==> config.mk <==
export PLATFORM = sky130hd
export DESIGN_NAME = mc_cpu16
export DESIGN_NICKNAME = d
export VERILOG_FILES = /design/src/rtl/cpu16_pkg.sv /design/src/rtl/cpu16_alu.sv /design/src/rtl/cpu16_regfile.sv /design/src/rtl/cpu16_ctrl.sv /design/src/rtl/mc_cpu16.sv
export SDC_FILE = /design/constraint.sdc
export NUM_CORES = 1
export LEC_CHECK = 0
export ABC_CLOCK_PERIOD_IN_PS = 7900
export BUFFER_PORTS_ARGS = -buffer_cell sky130_fd_sc_hd__buf_2
export CAP_MARGIN = 20
export CELL_PAD_IN_SITES_DETAIL_PLACEMENT = 1
export CELL_PAD_IN_SITES_GLOBAL_PLACEMENT = 1
export CORE_AREA = 2 2 180 182
export DETAILED_ROUTE_END_ITERATION = 8
export DIE_AREA = 0 0 182 184
export PLACE_DENSITY = 0.87
export SETUP_SLACK_MARGIN = 0.1
export SYNTH_ARGS = -nofsm -noshare
export SYNTH_HDL_FRONTEND = slang
export SYNTH_SLANG_ARGS = --single-unit
==> constraint.sdc <==
create_clock -name clk -period 7.9 [get_ports clk]
set_input_delay 0.79 -clock clk [delete_from_list [all_inputs] [get_ports clk]]
set_output_delay 0.79 -clock clk [all_outputs]
set_load 0.01 [all_outputs]
==> src/rtl/cpu16_pkg.sv <==
package cpu16_pkg;
    localparam int OP_W    = 4;
    localparam int REG_AW  = 4;
    localparam int FIELD_W = 8;

    localparam logic [OP_W-1:0] OP_LDD = 4'h0;
    localparam logic [OP_W-1:0] OP_STD = 4'h1;
    localparam logic [OP_W-1:0] OP_STI = 4'h2;
    localparam logic [OP_W-1:0] OP_LDI = 4'h3;
    localparam logic [OP_W-1:0] OP_ADD = 4'h4;
    localparam logic [OP_W-1:0] OP_SUB = 4'h5;
    localparam logic [OP_W-1:0] OP_JZ  = 4'h6;

    typedef enum logic [3:0] {
        ST_FETCH, ST_DECODE, ST_LDD, ST_STD, ST_STI,
        ST_LDI, ST_ADD, ST_SUB, ST_JZ, ST_HALT
    } state_e;

    typedef enum logic [1:0] {ALU_ADD = 2'b00, ALU_SUB = 2'b01} alu_sel_e;
    typedef enum logic [1:0] {WB_ALU = 2'b00, WB_MEM = 2'b01, WB_IMM = 2'b10} wb_sel_e;
    typedef enum logic [1:0] {AS_PC = 2'b00, AS_DIR = 2'b01, AS_RF1 = 2'b10} addr_sel_e;

    typedef struct packed {
        logic [REG_AW-1:0] rf_wa;
        logic              rf_we;
        logic [REG_AW-1:0] rf_r1a;
        logic              rf_r1e;
        logic [REG_AW-1:0] rf_r2a;
        logic              rf_r2e;
        wb_sel_e           wb_sel;
        alu_sel_e          alu_sel;
        addr_sel_e         addr_sel;
        logic              mem_rd;
        logic              mem_wr;
        logic              ir_ld;
        logic              pc_inc;
        logic              pc_ld;
        logic              halted;
    } ctrl_t;
endpackage

==> src/rtl/cpu16_alu.sv <==
module cpu16_alu
    import cpu16_pkg::*;
#(
    parameter int DW = 16
) (
    input  logic [DW-1:0] a,
    input  logic [DW-1:0] b,
    input  alu_sel_e      sel,
    output logic [DW-1:0] y,
    output logic          zero
);
    always_comb begin
        unique case (sel)
            ALU_SUB: y = a - b;
            default: y = a + b;
        endcase
        zero = (y == '0);
    end
endmodule

==> src/rtl/cpu16_regfile.sv <==
module cpu16_regfile #(
    parameter int DW   = 16,
    parameter int NREG = 16,
    localparam int AW  = $clog2(NREG)
) (
    input  logic          clk,
    input  logic          we,
    input  logic [AW-1:0] wa,
    input  logic [DW-1:0] wd,
    input  logic          r1e,
    input  logic [AW-1:0] r1a,
    output logic [DW-1:0] r1d,
    input  logic          r2e,
    input  logic [AW-1:0] r2a,
    output logic [DW-1:0] r2d
);
    logic [DW-1:0] regs [NREG];

    always_ff @(posedge clk) begin
        if (we) regs[wa] <= wd;
    end

    // a disabled read port returns zero so the ALU can pass the other operand
    assign r1d = r1e ? regs[r1a] : '0;
    assign r2d = r2e ? regs[r2a] : '0;
endmodule

==> src/rtl/cpu16_ctrl.sv <==
module cpu16_ctrl
    import cpu16_pkg::*;
(
    input  logic              clk,
    input  logic              rst,
    input  logic [OP_W-1:0]   op,
    input  logic [REG_AW-1:0] rn,
    input  logic [REG_AW-1:0] rm,
    input  logic              alu_zero,
    output ctrl_t             c
);
    state_e state_q, state_d;

    always_ff @(posedge clk) begin
        if (rst) state_q <= ST_FETCH;
        else     state_q <= state_d;
    end

    always_comb begin
        state_d = state_q;
        unique case (state_q)
            ST_FETCH:  state_d = ST_DECODE;
            ST_DECODE: begin
                unique case (op)
                    OP_LDD:  state_d = ST_LDD;
                    OP_STD:  state_d = ST_STD;
                    OP_STI:  state_d = ST_STI;
                    OP_LDI:  state_d = ST_LDI;
                    OP_ADD:  state_d = ST_ADD;
                    OP_SUB:  state_d = ST_SUB;
                    OP_JZ:   state_d = ST_JZ;
                    default: state_d = ST_HALT;
                endcase
            end
            ST_HALT:   state_d = ST_HALT;
            default:   state_d = ST_FETCH;
        endcase
    end

    always_comb begin
        c = '0;
        unique case (state_q)
            ST_FETCH: begin
                c.addr_sel = AS_PC;
                c.mem_rd   = 1'b1;
                c.ir_ld    = 1'b1;
                c.pc_inc   = 1'b1;
            end
            ST_DECODE: ;
            ST_LDD: begin
                c.addr_sel = AS_DIR;
                c.mem_rd   = 1'b1;
                c.rf_we    = 1'b1;
                c.rf_wa    = rn;
                c.wb_sel   = WB_MEM;
            end
            ST_STD: begin
                c.addr_sel = AS_DIR;
                c.mem_wr   = 1'b1;
                c.rf_r2e   = 1'b1;
                c.rf_r2a   = rn;
            end
            ST_STI: begin
                c.addr_sel = AS_RF1;
                c.mem_wr   = 1'b1;
                c.rf_r1e   = 1'b1;
                c.rf_r1a   = rn;
                c.rf_r2e   = 1'b1;
                c.rf_r2a   = rm;
            end
            ST_LDI: begin
                c.rf_we  = 1'b1;
                c.rf_wa  = rn;
                c.wb_sel = WB_IMM;
            end
            ST_ADD, ST_SUB: begin
                c.rf_r1e  = 1'b1;
                c.rf_r1a  = rn;
                c.rf_r2e  = 1'b1;
                c.rf_r2a  = rm;
                c.alu_sel = (state_q == ST_SUB) ? ALU_SUB : ALU_ADD;
                c.rf_we   = 1'b1;
                c.rf_wa   = rn;
                c.wb_sel  = WB_ALU;
            end
            ST_JZ: begin
                c.rf_r1e  = 1'b1;
                c.rf_r1a  = rn;
                c.alu_sel = ALU_ADD;
                c.pc_ld   = alu_zero;
            end
            ST_HALT: c.halted = 1'b1;
        endcase
    end
endmodule

==> src/rtl/mc_cpu16.sv <==
module mc_cpu16
    import cpu16_pkg::*;
#(
    parameter int DATA_W = 16,
    parameter int ADDR_W = 16,
    parameter int NREG   = 16
) (
    input  logic              clk,
    input  logic              rst,
    output logic [ADDR_W-1:0] mem_addr,
    output logic [DATA_W-1:0] mem_wdata,
    input  logic [DATA_W-1:0] mem_rdata,
    output logic              mem_rd,
    output logic              mem_wr,
    output logic              halted
);
    localparam int RF_AW = $clog2(NREG);

    logic [ADDR_W-1:0] pc_q;
    logic [DATA_W-1:0] ir_q;
    ctrl_t             c;
    logic [DATA_W-1:0] rd1, rd2, alu_y, wb_data, imm_ext;
    logic [ADDR_W-1:0] dir_ext;
    logic              alu_zero;

    assign imm_ext = {{(DATA_W-FIELD_W){1'b0}}, ir_q[FIELD_W-1:0]};
    assign dir_ext = {{(ADDR_W-FIELD_W){1'b0}}, ir_q[FIELD_W-1:0]};

    cpu16_ctrl u_ctrl (
        .clk      (clk),
        .rst      (rst),
        .op       (ir_q[15:12]),
        .rn       (ir_q[11:8]),
        .rm       (ir_q[7:4]),
        .alu_zero (alu_zero),
        .c        (c)
    );

    cpu16_regfile #(.DW(DATA_W), .NREG(NREG)) u_rf (
        .clk (clk),
        .we  (c.rf_we),
        .wa  (c.rf_wa[RF_AW-1:0]),
        .wd  (wb_data),
        .r1e (c.rf_r1e),
        .r1a (c.rf_r1a[RF_AW-1:0]),
        .r1d (rd1),
        .r2e (c.rf_r2e),
        .r2a (c.rf_r2a[RF_AW-1:0]),
        .r2d (rd2)
    );

    cpu16_alu #(.DW(DATA_W)) u_alu (
        .a    (rd1),
        .b    (rd2),
        .sel  (c.alu_sel),
        .y    (alu_y),
        .zero (alu_zero)
    );

    always_comb begin
        unique case (c.wb_sel)
            WB_MEM:  wb_data = mem_rdata;
            WB_IMM:  wb_data = imm_ext;
            default: wb_data = alu_y;
        endcase
        unique case (c.addr_sel)
            AS_DIR:  mem_addr = dir_ext;
            AS_RF1:  mem_addr = rd1[ADDR_W-1:0];
            default: mem_addr = pc_q;
        endcase
    end

    always_ff @(posedge clk) begin
        if (rst) begin
            pc_q <= '0;
            ir_q <= '0;
        end else begin
            if (c.ir_ld)       ir_q <= mem_rdata;
            if (c.pc_ld)       pc_q <= dir_ext;
            else if (c.pc_inc) pc_q <= pc_q + 1'b1;
        end
    end

    assign mem_wdata = rd2;
    assign mem_rd    = c.mem_rd;
    assign mem_wr    = c.mem_wr;
    assign halted    = c.halted;
endmodule

==> impl_results.md, run 1 <==
* Status: complete, no violations
* CTS buffer count at 34
* Total power at 6.49 mW
* Rel. slew slack at 22.7%
* Remaining DRCs at 0
* Ys Warns at 0
* Cell family with most CP delay: compound AO/OA/AOI/OAI gates
* Net count after synthesis at 1436
* Worst-Margin Slew at 1.15 ns
* Max-cap viol count at 0
* # rows at 65
* FF-to-FF Start: u_ctrl.state_q[0]
* Sequential-to-total area share from yosys stat at 52.8%
* Post-Synth XOR/XNOR Area at 2.03%
* GR Util met1 at 46.1%
* Post-CTS Resized at 0
* Gpl congestion at 0.910
* # Post-CTS Setup Buffers at 0
* Synth Area in Compound Gates at 17.5%
* Die width at 182 um
* R2R cell count at 21
* Pre-antenna DRT Iters at 6
* Final ANT Viol Nets at 0
* Dpl hpwl at 40300 um
* CTS tree: done
* I/O Pins at 53
* Yosys top cell area share at 48.3%
* Post-synth ARST share at 0%
* DR iter-0 viols at 2069
* Vias in the first global route at 14600
* Final Cycle Share at 96.3%
* Crit-path most repeated cell: o21ai_0
* Syn Area/Cell at 11.4 um2
* Synth top area cells: edfxtp_1 (48%), mux4_2 (5.5%), dfxtp_1 (4.5%), nand2_1 (3.9%), mux2i_1 (3.7%)
* Unrepaired setup endpoints after global routing: no
* Hold Startpoint: ir_q[15]
* Worst-path clk slew at 0.05 ns
* Global routing met3 resource utilization at 12.0%
* Largest family of logic cells by synthesized area: compound AO/OA/AOI/OAI gates
* Via-to-Cell Ratio at 7.52
* Mapped Area at 15900 um2
* Final number of setup-violating endpoints at 0
* Crit path cell chain: nand2b_2 -> a31o_2 -> nand2_2 -> buf_4 -> mux4_2 -> a21oi_1 -> o21ai_0 -> o211ai_1 -> ha_1 -> fa_1 -> nor2b_1 -> o21ai_0 -> a211oi_1 -> or3_1 -> a221oi_1 -> xor2_1 -> nand3_1 -> nor3_1 -> nand2_1 -> o21ai_4 -> mux2_1
* Total die area at 33500 um2
* Commonest cells in the netlist: edfxtp_1 (256), nand2_1 (164), o21ai_0 (88), a21oi_1 (87), clkbuf_1 (74)
* Clk_lat worst skew at 0.56 ns
* CP bufs+invs at 1
* Crit path DAT at 8.02 ns
* Count of different cell masters after synthesis at 86
* Adder-Cell Fraction of Synth Area at 1.85%
* Min cycle time layout at 7.61 ns
* Via count at 14100
* Most crowded layer after global routing: met2
* Critical path class: flip-flop to flip-flop
* Clock root buffer: clkbuf_16
* Slew Viols, Final at 0
* Simple-gate share of the synthesized area at 11.8%
* Setup TNS at 0 ns
* Max Root-Sink Buffers at 3
* Fillers at 3244
* Setup crit end kind: flip-flop
* Max Clk Rate at 131 MHz
* Pwr dens at 361 nW/um2
* Slowest stage cell, crit path: dfxtp_1
* H-tree depth at 2
* Leakage at 6.06 nW
* Post-synth EDFFs at 256
* Final Hold Vio Count at 0
* Flop2flop setup slack at 0.29 ns
* Synth area leader: edfxtp_1
* Total GRT Usage at 37.9%
* Layout cells sized above 1 at 18.6%
* Hold Crit Endpoint: ir_q[15]
* Worst Hold Class: flip-flop to flip-flop
* Core area at 31400 um2
* Clock Sinks at 292
* Final #Nets at 1489
* Clock skew at 0.0293 ns
* Worst-path fanout max at 16
* Worst Setup Start Kind: flip-flop
* Post-Synthesis Cells at 1395
* Hold Path Stages at 2
* RR Endpoint: pc_q[0]
* Initial antenna violation count at 1
* Wirelength, routed at 63500 um
* Grt total ovfl at 0
* Global-route wire length before repair at 93500 um
* ANT cells at 0
* Peak supply drop at 0.239 mV
* Count leader, synth: edfxtp_1
* CP required at 8.32 ns
* WL/cell at 33.8 um
* Highest cell delay on the worst timing path at 0.67 ns
* Area grow syn2layout at 12.8%
* Post-CTS Hold Buffers at 0
* Initial core utilization at 50.7%
* Buffers on Ports at 52
* Post-synthesis mux area share at 10.4%
* Met2 usage at 57.7%
* Prevailing post-synth register cell: edfxtp_1
* Chip height at 184 um
* Synth Register Bits at 292
* Largest net degree at the start of global routing at 53
==> layout by cell type (no fill, tap or decap), drive strengths merged, types with 6 or more instances in the layout <==
master,synthesis,routed
xor2,20,20
nor4,8,8
mux2i,59,59
a311oi,21,21
a22oi,18,18
o21ai,91,91
mux2,17,17
dfxtp,36,36
clkbuf,74,40
nor2,65,65
a21oi,88,88
a32oi,11,11
ha,22,22
mux4,39,39
a21o,8,8
edfxtp,256,256
nand2,164,164
clkinv,1,18
a2111oi,6,6
nor3,23,23
a211oi,53,53
xnor2,17,17
and3,33,33
buf,39,130
nand2b,6,6
nand4,7,7
nor2b,16,16
inv,20,23
nand3,52,52
a31oi,6,6
o22a,14,14
or3,7,7
a221oi,36,36
a22o,11,11
==> final cells by class <==
cell class	count	area, um2	share of cell area (%)
inverters	21	78.8	0.439
flip-flops and latches	292	8410	46.8
multi-input cells	969	7040	39.2
clock inverters	22	199	1.11
clock buffers	40	883	4.92
well taps	402	503	2.80
repair buffers	130	846	4.71
==> per-layer routing <==
| layer | wire length, um | vias to the layer above |
|---|---|---|
| li1 | - | 5542 |
| met1 | 21900 | 6847 |
| met2 | 27700 | 1316 |
| met3 | 8530 | 406 |
| met4 | 5280 | 2 |
| met5 | 16 | - |
==> registers in the layout (all words and copies together), names as in the netlist <==
signal	count
ir_q	16
pc_q	16
u_ctrl.state_q	4
u_rf.regs	256
==> how the worst max path moves through the flow <==
stage               cells after the start              start  slack, ns      end
finish                                 21  u_ctrl.state_q[0]       0.29  pc_q[0]
global route                           21  u_ctrl.state_q[0]       0.08  pc_q[0]
CTS                                    21  u_ctrl.state_q[0]       0.49  pc_q[0]
detailed placement                     23  u_ctrl.state_q[1]       0.53  pc_q[6]
global placement                       21  u_ctrl.state_q[2]       0.93  pc_q[2]
floorplan                              27  u_ctrl.state_q[0]       1.86  pc_q[5]
==> where the power goes <==
part / switching, mW / internal [mW] / leakage (nW) / total [mW]
registers: 0.0755 / 2.43 / 2.60 / 2.50
logic: 1.71 / 0.702 / 2.93 / 2.41
clock network: 0.694 / 0.879 / 0.530 / 1.57
==> tightest hold or removal path, cell delays in order, from the launching register on <==
cell     delay [ns]
dfxtp_1        0.31
nand2_1        0.05
a21oi_1        0.05
==> metrics by stage <==
stage / std cells / utilization, % / cell area [um2] / hold WS [ns] / setup slack (ns)
finish: 1876 / 57.2 / 18000 / 0.464 / 0.294
global placement: 1809 / 53.6 / 16800 / 0.450 / 0.934
detailed placement: 1812 / 53.7 / 16800 / 0.455 / 0.532
CTS: 1874 / 57.1 / 17900 / 0.463 / 0.487
floorplan: 1395 / - / 15900 / 0.436 / 1.86
global route: 1876 / 57.2 / 18000 / 0.488 / 0.0844
==> kinds of logic after synthesis <==
kind of cell    after synthesis
mux                         115
flops                       292
fa+ha+maj                    23
xor+xnor                     37
buf+inv                     134
compound gates              398
simple gates                396
(Power assumes the default switching activity.)
==> run 2: changes to the inputs <==
- ABC_CLOCK_PERIOD_IN_PS: 7900 -> 9800
- CORE_AREA: 2 2 180 182 -> 2 2 174 176
- DIE_AREA: 0 0 182 184 -> 0 0 176 178
- PLACE_DENSITY: 0.87 -> 0.92
- clock period: 7.9 -> 9.8 ns (I/O delays scaled with it)
==> run 2 against run 1 <==
  * Sequential share of layout area about the same
  * Fmax is 6.5% lower
  * Non-clock buffer count decreased by 15
  * Via count grew 0.78%
  * Largest cell class unchanged
  * Cell count down 1.4%
  * Final area about the same
  * Largest power group unchanged
  * Die area is 6.5% lower
==> impl_results.md, run 2 (synthesized netlist as in run 1, its figures left out) <==
* Gpl congestion at 0.913 (+0.41%)
* WL/cell at 35.1 um (+3.7%)
* Clock skew at 0.0337 ns (+0.00439 ns)
* Biggest register: u_rf.regs
* Status: complete, no violations
* Die width at 176 um (-3.3%)
* Chip height at 178 um (-3.3%)
* Highest cell delay on the worst timing path at 0.74 ns (+0.07 ns)
* FF-to-FF Start: u_ctrl.state_q[1]
* Initial antenna violation count at 3 (+2)
* Final Hold Vio Count at 0 (unchanged)
* Leading cell type in the layout, fill and taps excluded: edfxtp_1
* CTS buffer count at 34 (unchanged)
* Clock root buffer: clkbuf_16
* Most frequent cells in the layout: edfxtp_1 (256), nand2_1 (162), o21ai_0 (88)
* Slew Viols, Final at 0 (unchanged)
* Final Cycle Share at 83.0% (-13 points)
* Final number of setup-violating endpoints at 0 (unchanged)
* Cell family with most CP delay: compound AO/OA/AOI/OAI gates
* Buffers on Ports at 52 (unchanged)
* Worst Hold Class: flip-flop to flip-flop
* Max Root-Sink Buffers at 3 (unchanged)
* Total die area at 31300 um2 (-6.5%)
* RR Endpoint: pc_q[0]
* Total GRT Usage at 41.7% (+3.8 points)
* Final ANT Viol Nets at 0 (unchanged)
* Top Registers: u_rf.regs x256, ir_q x16, pc_q x16
* Unrepaired setup endpoints after global routing: no
* Setup WS post-layout at 1.66 ns (+1.37 ns)
* CP bufs+invs at 2 (+1)
* # rows at 63 (-3.1%)
* Worst-path clk slew at 0.06 ns (about the same)
* Post-CTS Hold Buffers at 0 (unchanged)
* Area grow syn2layout at 12.7% (about the same)
* Largest net degree at the start of global routing at 70 (+32%)
* I/O Pins at 53 (unchanged)
* Min cycle time layout at 8.14 ns (+0.532 ns)
* Critical path class: flip-flop to flip-flop
* # Post-CTS Setup Buffers at 0 (unchanged)
* Final #Nets at 1474 (-1.0%)
* Final hold slack at 0.479 ns (+0.0150 ns)
* Wirelength, routed at 65000 um (+2.3%)
* Crit path DAT at 8.55 ns (+0.53 ns)
* Vias in the first global route at 14800 (+1.3%)
* Max-cap viol count at 0 (unchanged)
* Post-CTS Resized at 0 (unchanged)
* Worst Setup Start Kind: flip-flop
* Clock Sinks at 292 (unchanged)
* Max Clk Rate at 123 MHz (-6.5%)
* Dpl ws at 1.98 ns (+1.45 ns)
* Crit path cell chain: nand2b_1 -> a32oi_4 -> nor2_8 -> buf_4 -> buf_4 -> mux2i_1 -> o22a_1 -> a32oi_1 -> nor2_1 -> nand4bb_1 -> nand2_1 -> xor2_1 -> ha_1 -> a21oi_1 -> nor2b_1 -> nor2_1 -> o21bai_1 -> a221oi_1 -> xor2_1 -> nand3_1 -> nor3_1 -> nand2_1 -> o21ai_2 -> mux2_1
* Worst-path fanout max at 30 (+14)
* Stages on worst setup path at 24 (+14%)
* Fin cells at 1850 (-1.4%)
* Clk_lat worst skew at 0.55 ns (about the same)
* R2R cell count at 24 (+14%)
* Worst-Margin Slew at 1.28 ns (+0.124 ns)
* Via-to-Cell Ratio at 7.69 (+2.2%)
* Grt total ovfl at 0 (unchanged)
* Remaining DRCs at 0 (unchanged)
* H-tree depth at 2 (unchanged)
* Max FFs per register at 256 (unchanged)
* Setup TNS at 0 ns (unchanged)
* DR iter-0 viols at 2238 (+8.2%)
* Peak supply drop at 0.184 mV (-23%)
* Leakage at 6.03 nW (-0.48%)
* Dpl cells at 1784 (-1.5%)
* Worst Setup EP: pc_q[0]
* Launch point of the critical path: u_ctrl.state_q[1]
* Global-route wire length before repair at 95300 um (+1.9%)
* CP required at 10.21 ns (+1.89 ns)
* Initial core utilization at 54.2% (+3.4 points)
* CTS tree: done
* Pre-antenna DRT Iters at 6 (unchanged)
* Rel. slew slack at 14.4% (-8.3 points)
* Core area at 29400 um2 (-6.3%)
* Setup crit end kind: flip-flop
* Pwr dens at 299 nW/um2 (-17%)
* Flop2flop setup slack at 1.66 ns (+1.37 ns)
* Via count at 14200 (+0.78%)
* Slowest stage cell, crit path: a32oi_1
* Dpl hpwl at 40500 um (+0.48%)
* Fin util at 61.1% (+3.8 points)
* Layout cells sized above 1 at 18.2% (-0.34 points)
## run 2: worst register-to-register path, cell delays in order (launching register included)
cell,delay [ns]
dfxtp_1,0.55
nand2b_1,0.59
a32oi_4,0.48
nor2_8,0.62
buf_4,0.48
buf_4,0.52
mux2i_1,0.21
o22a_1,0.21
a32oi_1,0.74
nor2_1,0.16
nand4bb_1,0.19
nand2_1,0.08
xor2_1,0.17
ha_1,0.44
a21oi_1,0.19
nor2b_1,0.08
nor2_1,0.23
o21bai_1,0.12
a221oi_1,0.30
xor2_1,0.22
nand3_1,0.10
nor3_1,0.25
nand2_1,0.10
o21ai_2,0.61
mux2_1,0.40
## run 2: how the worst min path moves through the flow
| stage | from | endpoint | slack (ns) | depth (start not counted) |
|---|---|---|---|---|
| final | ir_q[15] | ir_q[15] | 0.48 | 2 |
| after global routing | ir_q[12] | ir_q[12] | 0.51 | 2 |
| after CTS | ir_q[15] | ir_q[15] | 0.47 | 2 |
| after detailed placement | ir_q[15] | ir_q[15] | 0.46 | 2 |
| after global placement | ir_q[15] | ir_q[15] | 0.45 | 2 |
| after floorplan | ir_q[12] | ir_q[12] | 0.44 | 2 |
## run 2: per-stage QoR
step / cell area, um2 / total power [mW]
2_1_floorplan: 15900 / 3.10
3_3_place_gp: 16700 / 3.75
3_5_place_dp: 16700 / 3.88
4_1_cts: 17900 / 5.27
5_1_grt: 17900 / 5.52
6_report: 18000 / 5.37
## run 2: routing by layer
layer  vias to the layer above  global-route usage [%]  part of all wire, %
met2                      1416                    63.3                   44
met3                       482                    14.2                   15
met1                      6799                    50.0                   33
met5                         -                       0                0.028
met4                         2                    29.6                  8.4
li1                       5524                       -                    -
## run 2: where the power goes
group	leakage [nW]	internal (mW)	total [mW]	switching, mW
Combinational	2.85	0.555	1.96	1.41
Clock	0.579	0.843	1.40	0.558
Sequential	2.60	1.96	2.01	0.0559
Total	6.03	3.35	5.37	2.02
## run 2: final cells by class
cell class | instances | area [um2]
Antenna cell | 2 | 5.00
Clock buffer | 39 | 891
Clock inverter | 22 | 314
Fill cell | 2968 | 11400
Inverter | 21 | 78.8
Multi-Input combinational cell | 969 | 7030
Sequential cell | 292 | 8410
Tap cell | 390 | 488
Timing Repair Buffer | 115 | 731
